==> src/rtl/sefx_sb_pkg.sv <==
// Shared constants for the side-effect-aware store buffer.
// Assumes: none; holds only the fault-code encoding.
package sefx_sb_pkg;
    typedef enum logic [1:0] {
        FLT_NONE    = 2'd0,
        FLT_SPEC_SE = 2'd2
    } flt_code_e;
endpackage

==> src/rtl/sefx_sb_queue.sv <==
// In-order entry queue with youngest-entry merging.
// A store merges only into the youngest pending entry, only when the store is
// cacheable, that entry is cacheable, covers the same line and is not the head
// (the head is always offered to memory). Otherwise a store takes a new slot.
// Assumes: DEPTH is a power of two and at least 2.
module sefx_sb_queue #(
    parameter int DEPTH  = 4,
    parameter int LINE_W = 28,
    parameter int MASK_W = 16
) (
    input  logic                           clk,
    input  logic                           rst_n,
    input  logic                           push_valid,
    input  logic [LINE_W-1:0]              push_line,
    input  logic [MASK_W-1:0]              push_mask,
    input  logic [MASK_W*8-1:0]            push_data,
    input  logic                           push_nc,
    output logic                           push_ready,
    input  logic                           pop_req,
    output logic                           head_vld,
    output logic [LINE_W-1:0]              head_line,
    output logic [MASK_W-1:0]              head_mask,
    output logic [MASK_W*8-1:0]            head_data,
    output logic                           head_nc,
    output logic [DEPTH-1:0]               ent_vld,
    output logic [DEPTH-1:0]               ent_nc,
    output logic [DEPTH-1:0][LINE_W-1:0]   ent_line
);
    localparam int DATA_W = MASK_W * 8;
    localparam int PTR_W  = $clog2(DEPTH);
    localparam int CNT_W  = $clog2(DEPTH + 1);

    logic [LINE_W-1:0] line_q [DEPTH];
    logic [MASK_W-1:0] mask_q [DEPTH];
    logic [DATA_W-1:0] data_q [DEPTH];
    logic [DEPTH-1:0]  vld_q;
    logic [DEPTH-1:0]  nc_q;
    logic [PTR_W-1:0]  head_q, tail_q, young;
    logic [CNT_W-1:0]  count_q;
    logic              merge_ok, room, do_merge, do_alloc, do_pop;
    logic [DATA_W-1:0] merge_data;

    // Slot of the most recently allocated entry.
    assign young = tail_q - PTR_W'(1);

    // Merge eligibility and acceptance decisions.
    always_comb begin
        merge_ok = !push_nc && (count_q >= CNT_W'(2)) && !nc_q[young]
                   && (line_q[young] == push_line);
        room     = count_q < CNT_W'(DEPTH);
        do_merge = push_valid && merge_ok;
        do_alloc = push_valid && !merge_ok && room;
        do_pop   = pop_req && vld_q[head_q];
    end
    assign push_ready = merge_ok || room;

    // Byte-wise combination: new lanes replace old ones.
    for (genvar b = 0; b < MASK_W; b++) begin : g_lane
        assign merge_data[b*8 +: 8] = push_mask[b] ? push_data[b*8 +: 8]
                                                   : data_q[young][b*8 +: 8];
    end

    // Entry payload storage; no reset needed, validity is tracked apart.
    always_ff @(posedge clk) begin
        if (do_merge) begin
            mask_q[young] <= mask_q[young] | push_mask;
            data_q[young] <= merge_data;
        end
        if (do_alloc) begin
            line_q[tail_q] <= push_line;
            mask_q[tail_q] <= push_mask;
            data_q[tail_q] <= push_data;
            nc_q[tail_q]   <= push_nc;
        end
    end

    // Pointer, occupancy and validity bookkeeping.
    always_ff @(posedge clk) begin
        if (!rst_n) begin
            vld_q   <= '0;
            head_q  <= '0;
            tail_q  <= '0;
            count_q <= '0;
        end else begin
            if (do_alloc) begin
                vld_q[tail_q] <= 1'b1;
                tail_q        <= tail_q + PTR_W'(1);
            end
            if (do_pop) begin
                vld_q[head_q] <= 1'b0;
                head_q        <= head_q + PTR_W'(1);
            end
            count_q <= count_q + CNT_W'(do_alloc) - CNT_W'(do_pop);
        end
    end

    assign head_vld  = vld_q[head_q];
    assign head_line = line_q[head_q];
    assign head_mask = mask_q[head_q];
    assign head_data = data_q[head_q];
    assign head_nc   = nc_q[head_q];
    assign ent_vld   = vld_q;
    assign ent_nc    = nc_q;

    // Flatten the line tags for the load hazard check.
    for (genvar i = 0; i < DEPTH; i++) begin : g_tag
        assign ent_line[i] = line_q[i];
    end
endmodule

==> src/rtl/sefx_sb_load_gate.sv <==
// Load issue gate: decides in the presenting cycle whether a load may issue
// and raises the fault for speculative loads to side-effect pages.
// Assumes: the entry view reflects the queue at the start of the cycle; a store
// accepted in the same cycle counts as younger than the load.
module sefx_sb_load_gate
    import sefx_sb_pkg::*;
#(
    parameter int DEPTH  = 4,
    parameter int LINE_W = 28
) (
    input  logic                         ld_valid,
    input  logic [LINE_W-1:0]            ld_line,
    input  logic                         ld_cacheable,
    input  logic                         ld_side_effect,
    input  logic                         ld_nonfaulting,
    input  logic                         ctl_resolved,
    input  logic [DEPTH-1:0]             ent_vld,
    input  logic [DEPTH-1:0]             ent_nc,
    input  logic [DEPTH-1:0][LINE_W-1:0] ent_line,
    output logic                         ld_grant,
    output logic                         flt_valid,
    output logic [1:0]                   flt_code
);
    logic [DEPTH-1:0] line_hit, nc_hit;
    logic             spec_bad, hold;

    // Per-entry hazard detection.
    for (genvar i = 0; i < DEPTH; i++) begin : g_hit
        assign line_hit[i] = ent_vld[i] && (ent_line[i] == ld_line);
        assign nc_hit[i]   = ent_vld[i] && ent_nc[i];
    end

    // Combine hazards into grant and fault decisions.
    always_comb begin
        spec_bad  = ld_nonfaulting && ld_side_effect;
        hold      = ld_cacheable ? (|line_hit)
                                 : ((|nc_hit) || (ld_side_effect && !ctl_resolved));
        flt_valid = ld_valid && spec_bad;
        flt_code  = flt_valid ? FLT_SPEC_SE : FLT_NONE;
        ld_grant  = ld_valid && !spec_bad && !hold;
    end
endmodule

==> src/rtl/sefx_store_buffer.sv <==
// Side-effect-aware store buffer top: wires the entry queue to the memory port
// and the load gate to the pending-entry view.
// Assumes: LINE_BYTES is a power of two; stores and loads never cross a line.
module sefx_store_buffer #(
    parameter int ADDR_W     = 32,
    parameter int DEPTH      = 4,
    parameter int LINE_BYTES = 16
) (
    input  logic                    clk,
    input  logic                    rst_n,
    input  logic                    st_valid,
    output logic                    st_ready,
    input  logic [ADDR_W-1:0]       st_addr,
    input  logic [LINE_BYTES-1:0]   st_mask,
    input  logic [LINE_BYTES*8-1:0] st_data,
    input  logic                    st_cacheable,
    input  logic                    st_side_effect,
    input  logic                    ld_valid,
    input  logic [ADDR_W-1:0]       ld_addr,
    input  logic                    ld_cacheable,
    input  logic                    ld_side_effect,
    input  logic                    ld_nonfaulting,
    input  logic                    ctl_resolved,
    output logic                    ld_grant,
    output logic                    flt_valid,
    output logic [1:0]              flt_code,
    output logic [ADDR_W-1:0]       flt_addr,
    output logic                    mem_valid,
    input  logic                    mem_ready,
    output logic [ADDR_W-1:0]       mem_addr,
    output logic [LINE_BYTES-1:0]   mem_mask,
    output logic [LINE_BYTES*8-1:0] mem_data,
    output logic                    mem_uncached
);
    localparam int OFF_W  = $clog2(LINE_BYTES);
    localparam int LINE_W = ADDR_W - OFF_W;

    logic [DEPTH-1:0]             ent_vld, ent_nc;
    logic [DEPTH-1:0][LINE_W-1:0] ent_line;
    logic [LINE_W-1:0]            head_line;
    logic                         unused_st_bits;

    // Offsets within a line and the side-effect flag do not change store handling.
    assign unused_st_bits = ^{st_addr[OFF_W-1:0], st_side_effect};

    sefx_sb_queue #(
        .DEPTH (DEPTH),
        .LINE_W(LINE_W),
        .MASK_W(LINE_BYTES)
    ) u_queue (
        .clk       (clk),
        .rst_n     (rst_n),
        .push_valid(st_valid),
        .push_line (st_addr[ADDR_W-1:OFF_W]),
        .push_mask (st_mask),
        .push_data (st_data),
        .push_nc   (!st_cacheable),
        .push_ready(st_ready),
        .pop_req   (mem_ready),
        .head_vld  (mem_valid),
        .head_line (head_line),
        .head_mask (mem_mask),
        .head_data (mem_data),
        .head_nc   (mem_uncached),
        .ent_vld   (ent_vld),
        .ent_nc    (ent_nc),
        .ent_line  (ent_line)
    );

    sefx_sb_load_gate #(
        .DEPTH (DEPTH),
        .LINE_W(LINE_W)
    ) u_gate (
        .ld_valid      (ld_valid),
        .ld_line       (ld_addr[ADDR_W-1:OFF_W]),
        .ld_cacheable  (ld_cacheable),
        .ld_side_effect(ld_side_effect),
        .ld_nonfaulting(ld_nonfaulting),
        .ctl_resolved  (ctl_resolved),
        .ent_vld       (ent_vld),
        .ent_nc        (ent_nc),
        .ent_line      (ent_line),
        .ld_grant      (ld_grant),
        .flt_valid     (flt_valid),
        .flt_code      (flt_code)
    );

    // Fault address follows the presented load only while the fault is raised.
    assign flt_addr = flt_valid ? ld_addr : '0;
    assign mem_addr = {head_line, {OFF_W{1'b0}}};
endmodule

==> config.mk <==
export PLATFORM = sky130hd
export DESIGN_NAME = sefx_store_buffer
export DESIGN_NICKNAME = d
export VERILOG_FILES = /design/src/rtl/sefx_sb_pkg.sv /design/src/rtl/sefx_sb_queue.sv /design/src/rtl/sefx_sb_load_gate.sv /design/src/rtl/sefx_store_buffer.sv
export SDC_FILE = /design/constraint.sdc
export NUM_CORES = 1
export LEC_CHECK = 0
export ABC_AREA = 1
export BUFFER_PORTS_ARGS = -buffer_cell sky130_fd_sc_hd__buf_2
export CORE_UTILIZATION = 45
export CTS_BUF_LIST = sky130_fd_sc_hd__clkbuf_8
export CTS_CLUSTER_SIZE = 24
export DETAILED_ROUTE_END_ITERATION = 7
export PLACE_DENSITY = 0.74
export SLEW_MARGIN = 20
export SYNTH_ARGS = -nofsm -noshare
export SYNTH_HDL_FRONTEND = slang
export SYNTH_SLANG_ARGS = --single-unit
==> constraint.sdc <==
create_clock -name clk -period 12.7 [get_ports clk]
set_input_delay 0.635 -clock clk [delete_from_list [all_inputs] [get_ports clk]]
set_output_delay 0.635 -clock clk [all_outputs]
set_load 0.005 [all_outputs]
==> results of run 1 <==
-- per-layer routing --
| metal | part of all wire, % | up-vias |
|---|---|---|
| li1 | - | 10500 |
| met1 | 39 | 10800 |
| met2 | 47 | 1222 |
| met3 | 10 | 211 |
| met4 | 3.8 | 10 |
| met5 | 0.084 | - |
-- how the worst max path moves through the flow --
stage / depth (start not counted) / slack, ns / to
2_1_floorplan: 18 / 8.54 / u_queue.ent_nc[0]
3_3_place_gp: 19 / 7.24 / u_queue.mask_q[1][9]
3_5_place_dp: 19 / 7.18 / u_queue.mask_q[1][9]
4_1_cts: 19 / 7.15 / u_queue.mask_q[1][7]
5_1_grt: 19 / 6.84 / u_queue.mask_q[1][7]
6_report: 19 / 7.03 / u_queue.mask_q[1][12]
-- cell usage after synthesis (all sizes together) (16+ instances only) --
library cell / count
edfxtp: 692
nor2: 522
o21ai: 418
nand2: 302
o22ai: 198
clkbuf: 125
inv: 91
nand3: 81
buf: 39
a21oi: 27
o211ai: 19
xnor2: 17
a21o: 16
-- layout by cell type, fill, tap and decap left out, types with 4 or more instances in the layout --
cell        Yosys  final
nor4_1         11     11
conb_1          1      5
clkinv_1        8     34
a22o_1          4      4
a21o_1         16     16
clkbuf_8        0    113
or2_2           8      8
nand3_1        81     80
clkinvlp_4      0      5
a21oi_1        27     27
xor2_1         14     14
dfxtp_1        13     10
buf_4          17     15
diode_2         0     25
a211oi_1       10     10
nor2_1        522    516
nand2_2         7      7
buf_2           8    423
nand2_1       293    293
bufinv_16       0      4
o211ai_4        8      8
inv_1          88    124
nand4_1        12     12
o21a_1          4      4
o22ai_1       198    198
xnor2_1        17     17
o211ai_1        9      9
nand3b_1       11     11
ha_1           11     10
clkinv_2        0     18
o21ai_0       417    417
nor2_4          0      4
edfxtp_1      692    692
-- cell families (layout without fill, tap and decap cells) --
group	Yosys count	after routing	synth area share (%)
simple gates	948	948	12.6
compound gates	701	701	13.2
buf+inv	263	750	3.69
fa+ha+maj	12	12	0.518
other cells	1	30	0.0123
flops	705	705	69.1
xor+xnor	31	31	0.892
-- metrics by stage --
| stage | util, % | std cells | setup WS [ns] | hold WS, ns | total power [mW] |
|---|---|---|---|---|---|
| 2_1_floorplan | - | 2665 | 8.54 | 0.456 | 4.03 |
| 3_3_place_gp | 49.4 | 3813 | 7.24 | 0.481 | 4.74 |
| 3_5_place_dp | 49.4 | 3813 | 7.18 | 0.499 | 4.78 |
| 4_1_cts | 52.6 | 4023 | 7.15 | 0.0451 | 6.58 |
| 5_1_grt | 52.7 | 4039 | 6.84 | 0.0377 | 6.89 |
| 6_report | 52.8 | 4050 | 7.03 | 0.101 | 6.58 |
-- layout make-up --
type,instances,area [µm²]
Inverter,99,382
Clock inverter,97,586
Multi-Input combinational cell,1697,8350
Clock buffer,113,1560
Timing Repair Buffer,441,2300
Fill cell,5777,31700
Sequential cell,705,21100
Tap cell,873,1090
Antenna cell,25,62.6
-- report_power, final --
part | switching (mW) | internal (mW) | total [mW]
clock network | 0.894 | 0.926 | 1.82
logic | 1.20 | 0.521 | 1.72
registers | 0.113 | 2.93 | 3.04
-- state kept, by name (all words and copies together), names as in the netlist, named ones only --
signal,count
u_queue.line_q,112
u_queue.tail_q,2
u_queue.ent_vld,4
u_queue.mask_q,64
u_queue.head_q,2
u_queue.data_q,512
u_queue.count_q,3
u_queue.ent_nc,4
==> results.ini, run 1 <==
[setup_path]
r2r_start=u_queue.tail_q[1]
r2r_end=u_queue.mask_q[1][12]
setup.worst_path.class=flip-flop to flip-flop
cp_max_fo=30
endpoint_kind=flip-flop
arrival_ns=6.00
rr_worst_depth=19
slowest_stage=nor2_2
crit_family=simple AND/OR/NAND/NOR gates
r2r_slack_ns=7.03
start_kind=flip-flop
path_common_cell=nand2_1
crit_path_cell_trace=inv_1 > ha_2 > inv_2 > buf_4 > nand3_1 > nand2_1 > nand2_1 > nand2_1 > nand2_1 > nor2_1 > nand2_1 > nor2_1 > nand2_2 > buf_4 > nand2_4 > nand2_1 > nand2_2 > nand2_2 > nor2_2
crit_buf_inv=4
required_ns=13.03
cp-startpoint=u_queue.tail_q[1]
crit_path_max_incr_delay_ns=1.02

[grt]
grt_start_max_net_pins=200
grt_use_total_pct=23.7
grt_pass1_vias=20700
grtUsageMet3_pct=6.08
grt_overflow_total=0
grt_pass1_wl_um=122000
top_usage_layer=met2
antenna_found_initial=22
met2_usage_pct=36.8
met1_usage_pct=31.3

[floorplanning]
rows=95
coreArea_um2=67000
dieHeight_um=262
die_area_um2=68700
start_util_pct=45.4
io-pin-count=434
die_x_um=262

[clock_network]
cts_hold_buf=0
clockBufferDepth=3
cts_htree_levels=3
cts.clk_slew.worst_paths_ns=0.06
root_buffer=clkbuf_8
cts_resized=0
cts_setup_buffers=0
cts_made_buffers=113
cts_tree=done
cts_sinks=705
clock_latency_ns=0.75

[finish]
area_growth_pct=16.2
drive_gt1_share_pct=20.0
finalInstanceArea_um2=35400
nets=3288

[route]
drc=0
antenna_left=0
num_vias=22700
postRouteWirelength_um=85200
drtIter0Drc=2470
dr.pass1.iters=6
wl_per_cell_um=21.0
post_drt_via_cell_ratio=5.60

[logic_synthesis]
synth_seq_cells=705
syn-instance-count=2661
yosysUniqueCellTypes=40
synth_largest_area_cell=edfxtp_1
syn_avg_cell_area_um2=11.4
synth_edf_count=692
synth_area_um2=30500
synth_area_leaders=edfxtp_1, o21ai_0, nor2_1, o22ai_1, nand2_1
ys_async_sr_fraction_pct=0
yosysSeqAreaShare_pct=69.1
ys.flop_type=edfxtp_1
synth_warnings=0
yosys.area.top_type_share_pct=68.2

[timing]
max_freq_mhz=176
rsz0062_at_grt=no
skew_ns=0.0657
slew_headroom_pct=23.7
setup_viol=0
worstMarginPinSlew_ns=1.14
drv_slew=0
hold_violations=0
finalCritPeriodShare_pct=44.7
tns_ns=0
finalCriticalPeriod_ns=5.67

[pwr]
irDropWorstVdd_v=0.000106
p_leak_nw=13.3
power-per-cell-area_nw_per_um2=186

[placement]
placed_area_um2=33100
io_buffers=423
place_congestion=0.985
dp_hpwl_um=53500

[worst_hold_path]
min_to=u_queue.data_q[3][5]
worstHoldPathCells=1
hp-class=input pin to flip-flop
min_from=st_data[5]

[job]
drv_cap=0

[run_status]
status=completed

(Power assumes the default switching activity.)
==> inputs of run 2 (changes only) <==
--- a/config.mk
+++ b/config.mk
@@ -5,13 +5,13 @@
 export SDC_FILE = /design/constraint.sdc
 export NUM_CORES = 1
 export LEC_CHECK = 0
-export ABC_AREA = 1
+export ABC_AREA = 0
 export BUFFER_PORTS_ARGS = -buffer_cell sky130_fd_sc_hd__buf_2
 export CORE_UTILIZATION = 45
 export CTS_BUF_LIST = sky130_fd_sc_hd__clkbuf_8
 export CTS_CLUSTER_SIZE = 24
 export DETAILED_ROUTE_END_ITERATION = 7
-export PLACE_DENSITY = 0.74
+export PLACE_DENSITY = 0.77
 export SLEW_MARGIN = 20
 export SYNTH_ARGS = -nofsm -noshare
 export SYNTH_HDL_FRONTEND = slang
==> constraint.sdc (replaced) <==
create_clock -name clk -period 4.9 [get_ports clk]
set_input_delay 0.245 -clock clk [delete_from_list [all_inputs] [get_ports clk]]
set_output_delay 0.245 -clock clk [all_outputs]
set_load 0.005 [all_outputs]
==> run 2 against run 1 <==
  * Fmax rose by 25%
  * Sequential share of layout area is 2.6 points lower
  * Worst setup slack lost 6.6 ns
  * Register-to-register slack worse by 6.6 ns
  * Routed wire length down 9.1%
  * Global-route usage down 1.1 points
  * Core utilization up 3.4 points
  * Count of clock-buffer cells in the layout is 2 lower
  * Hold slack improved by 0.17 ns
  * Critical endpoint is now u_queue.data_q[1][97]
  * Largest power group unchanged
  * Highest routed layer is now met4
==> results.ini, run 2 <==
[run_status]
status=completed

[placement]
pre_cts_ws_ns=0.392  ; -6.79 ns
dp_hpwl_um=51100  ; -4.4%
place_congestion=0.975  ; -1.0%
io_buffers=423  ; unchanged

[timing]
setup_viol=0  ; unchanged
rsz0062_at_grt=no
finalCriticalPeriod_ns=4.52  ; -1.15 ns
fin_ws_ns=0.377  ; -6.65 ns
skew_ns=0.0502  ; -0.0155 ns
drv_slew=0  ; unchanged
tns_ns=0  ; unchanged
max_freq_mhz=221  ; +25%
slew_headroom_pct=32.8  ; +9.2 points
worstMarginPinSlew_ns=1.01  ; -0.135 ns
hold-worst-slack_ns=0.272  ; +0.170 ns
hold_violations=0  ; unchanged
finalCritPeriodShare_pct=92.3  ; +48 points

[logic_synthesis]
synth_most_common_cell=edfxtp_1
yosysUniqueCellTypes=56  ; +40%
synth_commonest_cells=edfxtp_1, mux4_2, clkbuf_1
synth_area_um2=30000  ; -1.6%
synth-simple-area-share_pct=2.71  ; -9.8 points
synth-xor-area-share_pct=3.89  ; +3.0 points
synthAdderAreaFrac_pct=0.526  ; +0.0085 points
yosys.area.top_type_share_pct=69.4  ; +1.1 points
synth_warnings=0  ; unchanged
synth_top_family_by_area=multiplexers
ys.flop_type=edfxtp_1
synth_seq_cells=705  ; unchanged
synth_area_leaders=edfxtp_1, mux4_2, o2111a_1, xnor2_1, xor2_1
syn-instance-count=1484  ; -44%
synth_mux_area_share_pct=16.8  ; +17 points
synth_compound_area_share_pct=3.73  ; -9.5 points
ys_async_sr_fraction_pct=0  ; unchanged
syn_avg_cell_area_um2=20.2  ; +76%
synth_edf_count=692  ; unchanged
yosysSeqAreaShare_pct=70.2  ; +1.1 points
synth_largest_area_cell=edfxtp_1

[pwr]
power-per-cell-area_nw_per_um2=428  ; +130%
p_leak_nw=12.8  ; -3.7%
irDropWorstVdd_v=0.000324  ; +200%
power_mw=15.8  ; +140%

[clock_network]
clock_latency_ns=0.73  ; -0.02 ns
cts_tree=done
cts_htree_levels=3  ; unchanged
root_buffer=clkbuf_8
cts_made_buffers=110  ; -2.7%
clockBufferDepth=3  ; unchanged
cts.clk_slew.worst_paths_ns=0.06  ; about the same
cts_sinks=705  ; unchanged

[worst_hold_path]
min_to=u_queue.data_q[0][38]
worstHoldPathCells=2  ; +1
hp-class=input pin to flip-flop
min_from=st_data[38]

[setup_path]
endpoint_kind=flip-flop
r2r_slack_ns=0.38  ; -6.65 ns
required_ns=5.26  ; -7.77 ns
arrival_ns=4.88  ; -1.12 ns
r2r_start=u_queue.tail_q[1]
r2r_end=u_queue.data_q[1][97]
setup.worst_path.class=flip-flop to flip-flop
start_kind=flip-flop
cp_max_fo=17  ; -43%
rr_worst_depth=12  ; -7

[floorplanning]
start_util_pct=45.5  ; +0.066 points
die_area_um2=67600  ; -1.6%
coreArea_um2=65900  ; -1.8%
die_x_um=260  ; -0.80%
io-pin-count=434  ; unchanged
dieHeight_um=260  ; -0.80%
rows=94  ; -1.1%

[route]
num_vias=17600  ; -22%
drtIter0Drc=1792  ; -27%
post_drt_via_cell_ratio=5.71  ; +1.8%
postRouteWirelength_um=77500  ; -9.1%
dr.pass1.iters=6  ; unchanged
antenna_left=0  ; unchanged
drc=0  ; unchanged
wl_per_cell_um=25.1  ; +19%

[finish]
final_common_cell=edfxtp_1
drive_gt1_share_pct=37.1  ; +17 points
regArea_um2=21100  ; unchanged
final_cell_mix=edfxtp_1, buf_2, mux4_2, dlygate4sd3_1, clkbuf_8
area_growth_pct=23.4
nets=2355  ; -28%
largest_reg_flops=512  ; unchanged
top_register=u_queue.data_q
fillCellCount=4856  ; -16%
reg_top3=u_queue.data_q x512, u_queue.line_q x112, u_queue.mask_q x64
multi_input_area_um2=8370  ; +0.25%

[grt]
grt_start_max_net_pins=127  ; -37%
grt_use_total_pct=22.5  ; -1.1 points
grt_pass1_vias=18300  ; -11%
grt_overflow_total=0  ; unchanged
antenna_found_initial=5  ; -77%
grt_pass1_wl_um=113000  ; -7.6%

[job]
drv_cap=0  ; unchanged

==> run 2: cell types whose count changed in the layout (fill, tap and decap cells not counted), sizes merged, moves of 71 or more <==
cell | previous run | this run
dlygate4sd3 | 0 | 175
inv | 134 | 63
mux4 | 0 | 208
nand2 | 302 | 23
nand3 | 81 | 6
nor2 | 522 | 5
o21ai | 418 | 5
o22ai | 198 | 4
==> run 2: layout make-up <==
cell class | count | area share, %
Clock buffer | 111 | 4.13
Tap cell | 864 | 2.92
Antenna cell | 4 | 0.0271
Timing Repair Buffer | 641 | 11.7
Multi-Input combinational cell | 647 | 22.6
Sequential cell | 705 | 57.0
Inverter | 19 | 0.193
Clock inverter | 93 | 1.41
==> run 2: what timing repair did <==
item,in CTS,in global routing
buffers inserted,0,0
hold buffers,175,0
endpoints found under the hold margin,705,0
resized for setup,0,0
==> run 2: logic make-up (layout without fill, tap and decap cells) <==
| logic type | after synthesis | after routing |
|---|---|---|
| AOI/OAI and AO/OA | 115 | 115 |
| xor gates and xnor gates | 133 | 133 |
| adders and majority gates | 12 | 12 |
| buffers and inverters | 136 | 864 |
| DFF | 705 | 705 |
| muxes | 239 | 239 |
| other | 1 | 9 |
| and+or+nand+nor | 143 | 143 |
==> run 2: power by group <==
group	leakage (nW)	switching [mW]	internal, mW
registers	6.43	0.272	7.54
clock network	1.19	2.32	2.30
logic	5.15	1.89	1.48
==> run 2: layer usage <==
layer  vias up  routed length, µm  global-route usage (%)
li1       7496                  -                       -
met2       926              38500                    37.3
met5         -                  0                       0
met3       173               6500                    5.12
met4         0               2860                    9.33
met1      9002              29600                    28.7
==> run 2: through the flow <==
| stage | instances | utilization (%) | cell area, µm² |
|---|---|---|---|
| after floorplan | 1488 | - | 30000 |
| after global placement | 2701 | 50.3 | 33100 |
| after detailed placement | 2701 | 50.3 | 33100 |
| after CTS | 3080 | 56.1 | 36900 |
| after global routing | 3084 | 56.1 | 37000 |
| final | 3084 | 56.1 | 37000 |
==> run 2: worst max-delay path by stage <==
| stage | start | end | slack, ns |
|---|---|---|---|
| 2_1_floorplan | u_queue.tail_q[0] | u_queue.mask_q[0][0] | 0.40 |
| 3_3_place_gp | u_queue.tail_q[1] | u_queue.data_q[1][31] | 0.59 |
| 3_5_place_dp | u_queue.tail_q[1] | u_queue.data_q[0][30] | 0.39 |
| 4_1_cts | u_queue.tail_q[1] | u_queue.data_q[0][30] | 0.36 |
| 5_1_grt | u_queue.tail_q[1] | u_queue.data_q[0][30] | 0.22 |
| 6_report | u_queue.tail_q[1] | u_queue.data_q[1][97] | 0.38 |
==> run 2: worst max-delay path, cell delays in order, from the launching register on <==
cell and delay [ns]:
dfxtp_1 0.41, inv_1 0.12, ha_2 0.40, buf_12 0.18
mux4_1 0.30, xnor2_1 0.35, nand4_1 0.15, a2111o_1 0.43
nor4_1 0.35, a21o_2 0.39, mux2i_4 0.32, buf_12 0.23
o2111a_1 0.54
==> inputs of run 3 (changes only) <==
--- a/config.mk
+++ b/config.mk
@@ -11,7 +11,7 @@
 export CTS_BUF_LIST = sky130_fd_sc_hd__clkbuf_8
 export CTS_CLUSTER_SIZE = 24
 export DETAILED_ROUTE_END_ITERATION = 7
-export PLACE_DENSITY = 0.77
+export PLACE_DENSITY = 0.78
 export SLEW_MARGIN = 20
 export SYNTH_ARGS = -nofsm -noshare
 export SYNTH_HDL_FRONTEND = slang
==> run 3 against run 2 <==
  * Non-clock buffer count increased by 11
  * Critical path depth unchanged
  * Hold slack got worse by 0.013 ns
  * Clock skew increased by 0.011 ns
  * Via count increased by 0.71%
  * Clock power about the same
  * Sequential power about the same
  * Critical endpoint is now u_queue.data_q[0][70]
  * Highest routed layer unchanged
==> results.ini, run 3 (synthesized netlist as in run 2, its figures left out) <==
[run_status]
status=completed

[setup_path]
crit_buf_inv=3  ; unchanged
required_ns=5.25  ; about the same
r2r_slack_ns=0.24  ; -0.13 ns
cp_max_fo=17  ; unchanged
cp-startpoint=u_queue.tail_q[1]
rr_worst_depth=12  ; unchanged
setup.worst_path.class=flip-flop to flip-flop
start_kind=flip-flop
arrival_ns=5.01  ; +0.13 ns
crit_path_cell_trace=inv_1 > ha_2 > buf_4 > mux4_1 > xnor2_1 > nand4_1 > a2111o_1 > nor4_1 > a21o_2 > mux2i_4 > buf_12 > o2111a_1
cp_num_cells=12  ; unchanged
r2r_start=u_queue.tail_q[1]
slowest_stage=ha_2
crit_path_max_incr_delay_ns=0.57  ; +0.03 ns
crit_family=compound AO/OA/AOI/OAI gates
r2r_end=u_queue.data_q[0][70]
endpoint_kind=flip-flop

[grt]
antenna_found_initial=3  ; -2
grt_pass1_vias=18700  ; +2.0%
grt_start_max_net_pins=76  ; -40%
grt_overflow_total=0  ; unchanged
grt_pass1_wl_um=116000  ; +2.7%
grt_use_total_pct=23.2  ; +0.64 points

[route]
wl_per_cell_um=25.6  ; +1.7%
drc=0  ; unchanged
num_vias=17700  ; +0.71%
dr.pass1.iters=5  ; -1
drtIter0Drc=1557  ; -13%
post_drt_via_cell_ratio=5.72  ; +0.32%
postRouteWirelength_um=79100  ; +2.1%
antenna_left=0  ; unchanged

[pwr]
irDropWorstVdd_v=0.000272  ; -16%
combPwrFrac_pct=21.3  ; about the same
p_clk_share_pct=29.3  ; about the same
power-per-cell-area_nw_per_um2=428  ; about the same
power.switching_mw=4.52  ; +0.82%
p_leak_nw=12.8  ; +0.33%
power_mw=15.9  ; +0.36%
seq_power_share_pct=49.4  ; about the same
p_int_mw=11.3  ; +0.17%
switching_share_pct=28.5  ; +0.13 points

[floorplanning]
coreArea_um2=65900  ; unchanged
dieHeight_um=260  ; unchanged
die_x_um=260  ; unchanged
rows=94  ; unchanged
start_util_pct=45.5  ; unchanged
io-pin-count=434  ; unchanged
die_area_um2=67600  ; unchanged

[finish]
largest_reg_flops=512  ; unchanged
finalInstanceArea_um2=37100  ; +0.27%
regArea_um2=21100  ; unchanged
area_growth_pct=23.7
fillCellCount=4904  ; +0.99%
stdcell_count=3096  ; +0.39%
top_register=u_queue.data_q
multi_input_area_um2=8370  ; unchanged
final_common_cell=edfxtp_1
reg_top3=u_queue.data_q x512, u_queue.line_q x112, u_queue.mask_q x64
final_cell_mix=edfxtp_1, buf_2, mux4_2, dlygate4sd3_1, clkbuf_8
drive_gt1_share_pct=37.9  ; +0.76 points
nets=2366  ; +0.47%

[timing]
tns_ns=0  ; unchanged
slew_headroom_pct=33.0  ; +0.17 points
worstMarginPinSlew_ns=1.00  ; -0.00261 ns
hold_violations=0  ; unchanged
finalCriticalPeriod_ns=4.66  ; +0.133 ns
hold-worst-slack_ns=0.259  ; -0.0129 ns
skew_ns=0.0609  ; +0.0107 ns
rsz0062_at_grt=no
drv_slew=0  ; unchanged
finalCritPeriodShare_pct=95.0  ; +2.7 points
max_freq_mhz=215  ; -2.9%
setup_viol=0  ; unchanged

[placement]
io_buffers=423  ; unchanged
dp_cells=2712  ; +0.41%
place_congestion=0.949  ; -2.7%
placed_area_um2=33200  ; +0.25%
dp_hpwl_um=51900  ; +1.5%

[worst_hold_path]
worstHoldPathCells=2  ; unchanged
min_from=st_data[90]
hp-class=input pin to flip-flop
min_to=u_queue.data_q[2][90]

[clock_network]
root_buffer=clkbuf_8
cts_sinks=705  ; unchanged
cts_resized=0  ; unchanged
clockBufferDepth=3  ; unchanged
cts_hold_buf=175  ; unchanged
clock_latency_ns=0.75  ; +0.02 ns
cts_made_buffers=110  ; unchanged
cts.clk_slew.worst_paths_ns=0.06  ; about the same
cts_htree_levels=3  ; unchanged
cts_tree=done
cts_setup_buffers=0  ; unchanged

[job]
drv_cap=0  ; unchanged

==> run 3: final cells by class <==
| type | instances | area share (%) |
|---|---|---|
| well taps | 864 | 2.92 |
| inverters | 19 | 0.192 |
| clock buffers | 113 | 4.20 |
| multi-input cells | 647 | 22.6 |
| diodes | 5 | 0.0338 |
| repair buffers | 652 | 11.9 |
| flip-flops and latches | 705 | 56.8 |
| clock inverters | 91 | 1.38 |
==> run 3: metal layers <==
metal  GRT usage, %  vias to the layer above  wire length (µm)
li1               -                     7515                 -
met1           29.1                     9062             29300
met2           38.0                      962             39600
met3           6.08                      183              7290
met4           10.0                        0              2950
met5              0                        -                 0
==> run 3: worst register-to-register path, cell delays in order, from the launching register on <==
cell	delay [ns]
dfxtp_1	0.41
inv_1	0.12
ha_2	0.57
buf_4	0.25
mux4_1	0.31
xnor2_1	0.26
nand4_1	0.15
a2111o_1	0.42
nor4_1	0.35
a21o_2	0.39
mux2i_4	0.31
buf_12	0.23
o2111a_1	0.53
==> run 3: worst max path at each step <==
stage	slack, ns	to
after floorplan	0.40	u_queue.mask_q[0][0]
after global placement	0.40	u_queue.data_q[0][29]
after detailed placement	0.29	u_queue.data_q[0][26]
after CTS	0.29	u_queue.data_q[0][19]
after global routing	0.1	u_queue.data_q[0][19]
final	0.24	u_queue.data_q[0][70]
==> run 3: per-stage QoR <==
step | util, % | setup slack, ns
finish | 56.3 | 0.243
global route | 56.3 | 0.0961
CTS | 56.3 | 0.289
detailed placement | 50.5 | 0.294
global placement | 50.5 | 0.404
floorplan | - | 0.403
==> run 3: power groups by stage <==
stage | clock network [mW] | registers [mW] | logic [mW]
floorplan | 0 | 7.80 | 1.92
detailed placement | 0 | 7.95 | 3.24
finish | 4.65 | 7.83 | 3.38
global placement | 0 | 7.88 | 3.17
CTS | 4.73 | 7.83 | 3.38
global route | 4.97 | 7.89 | 3.59
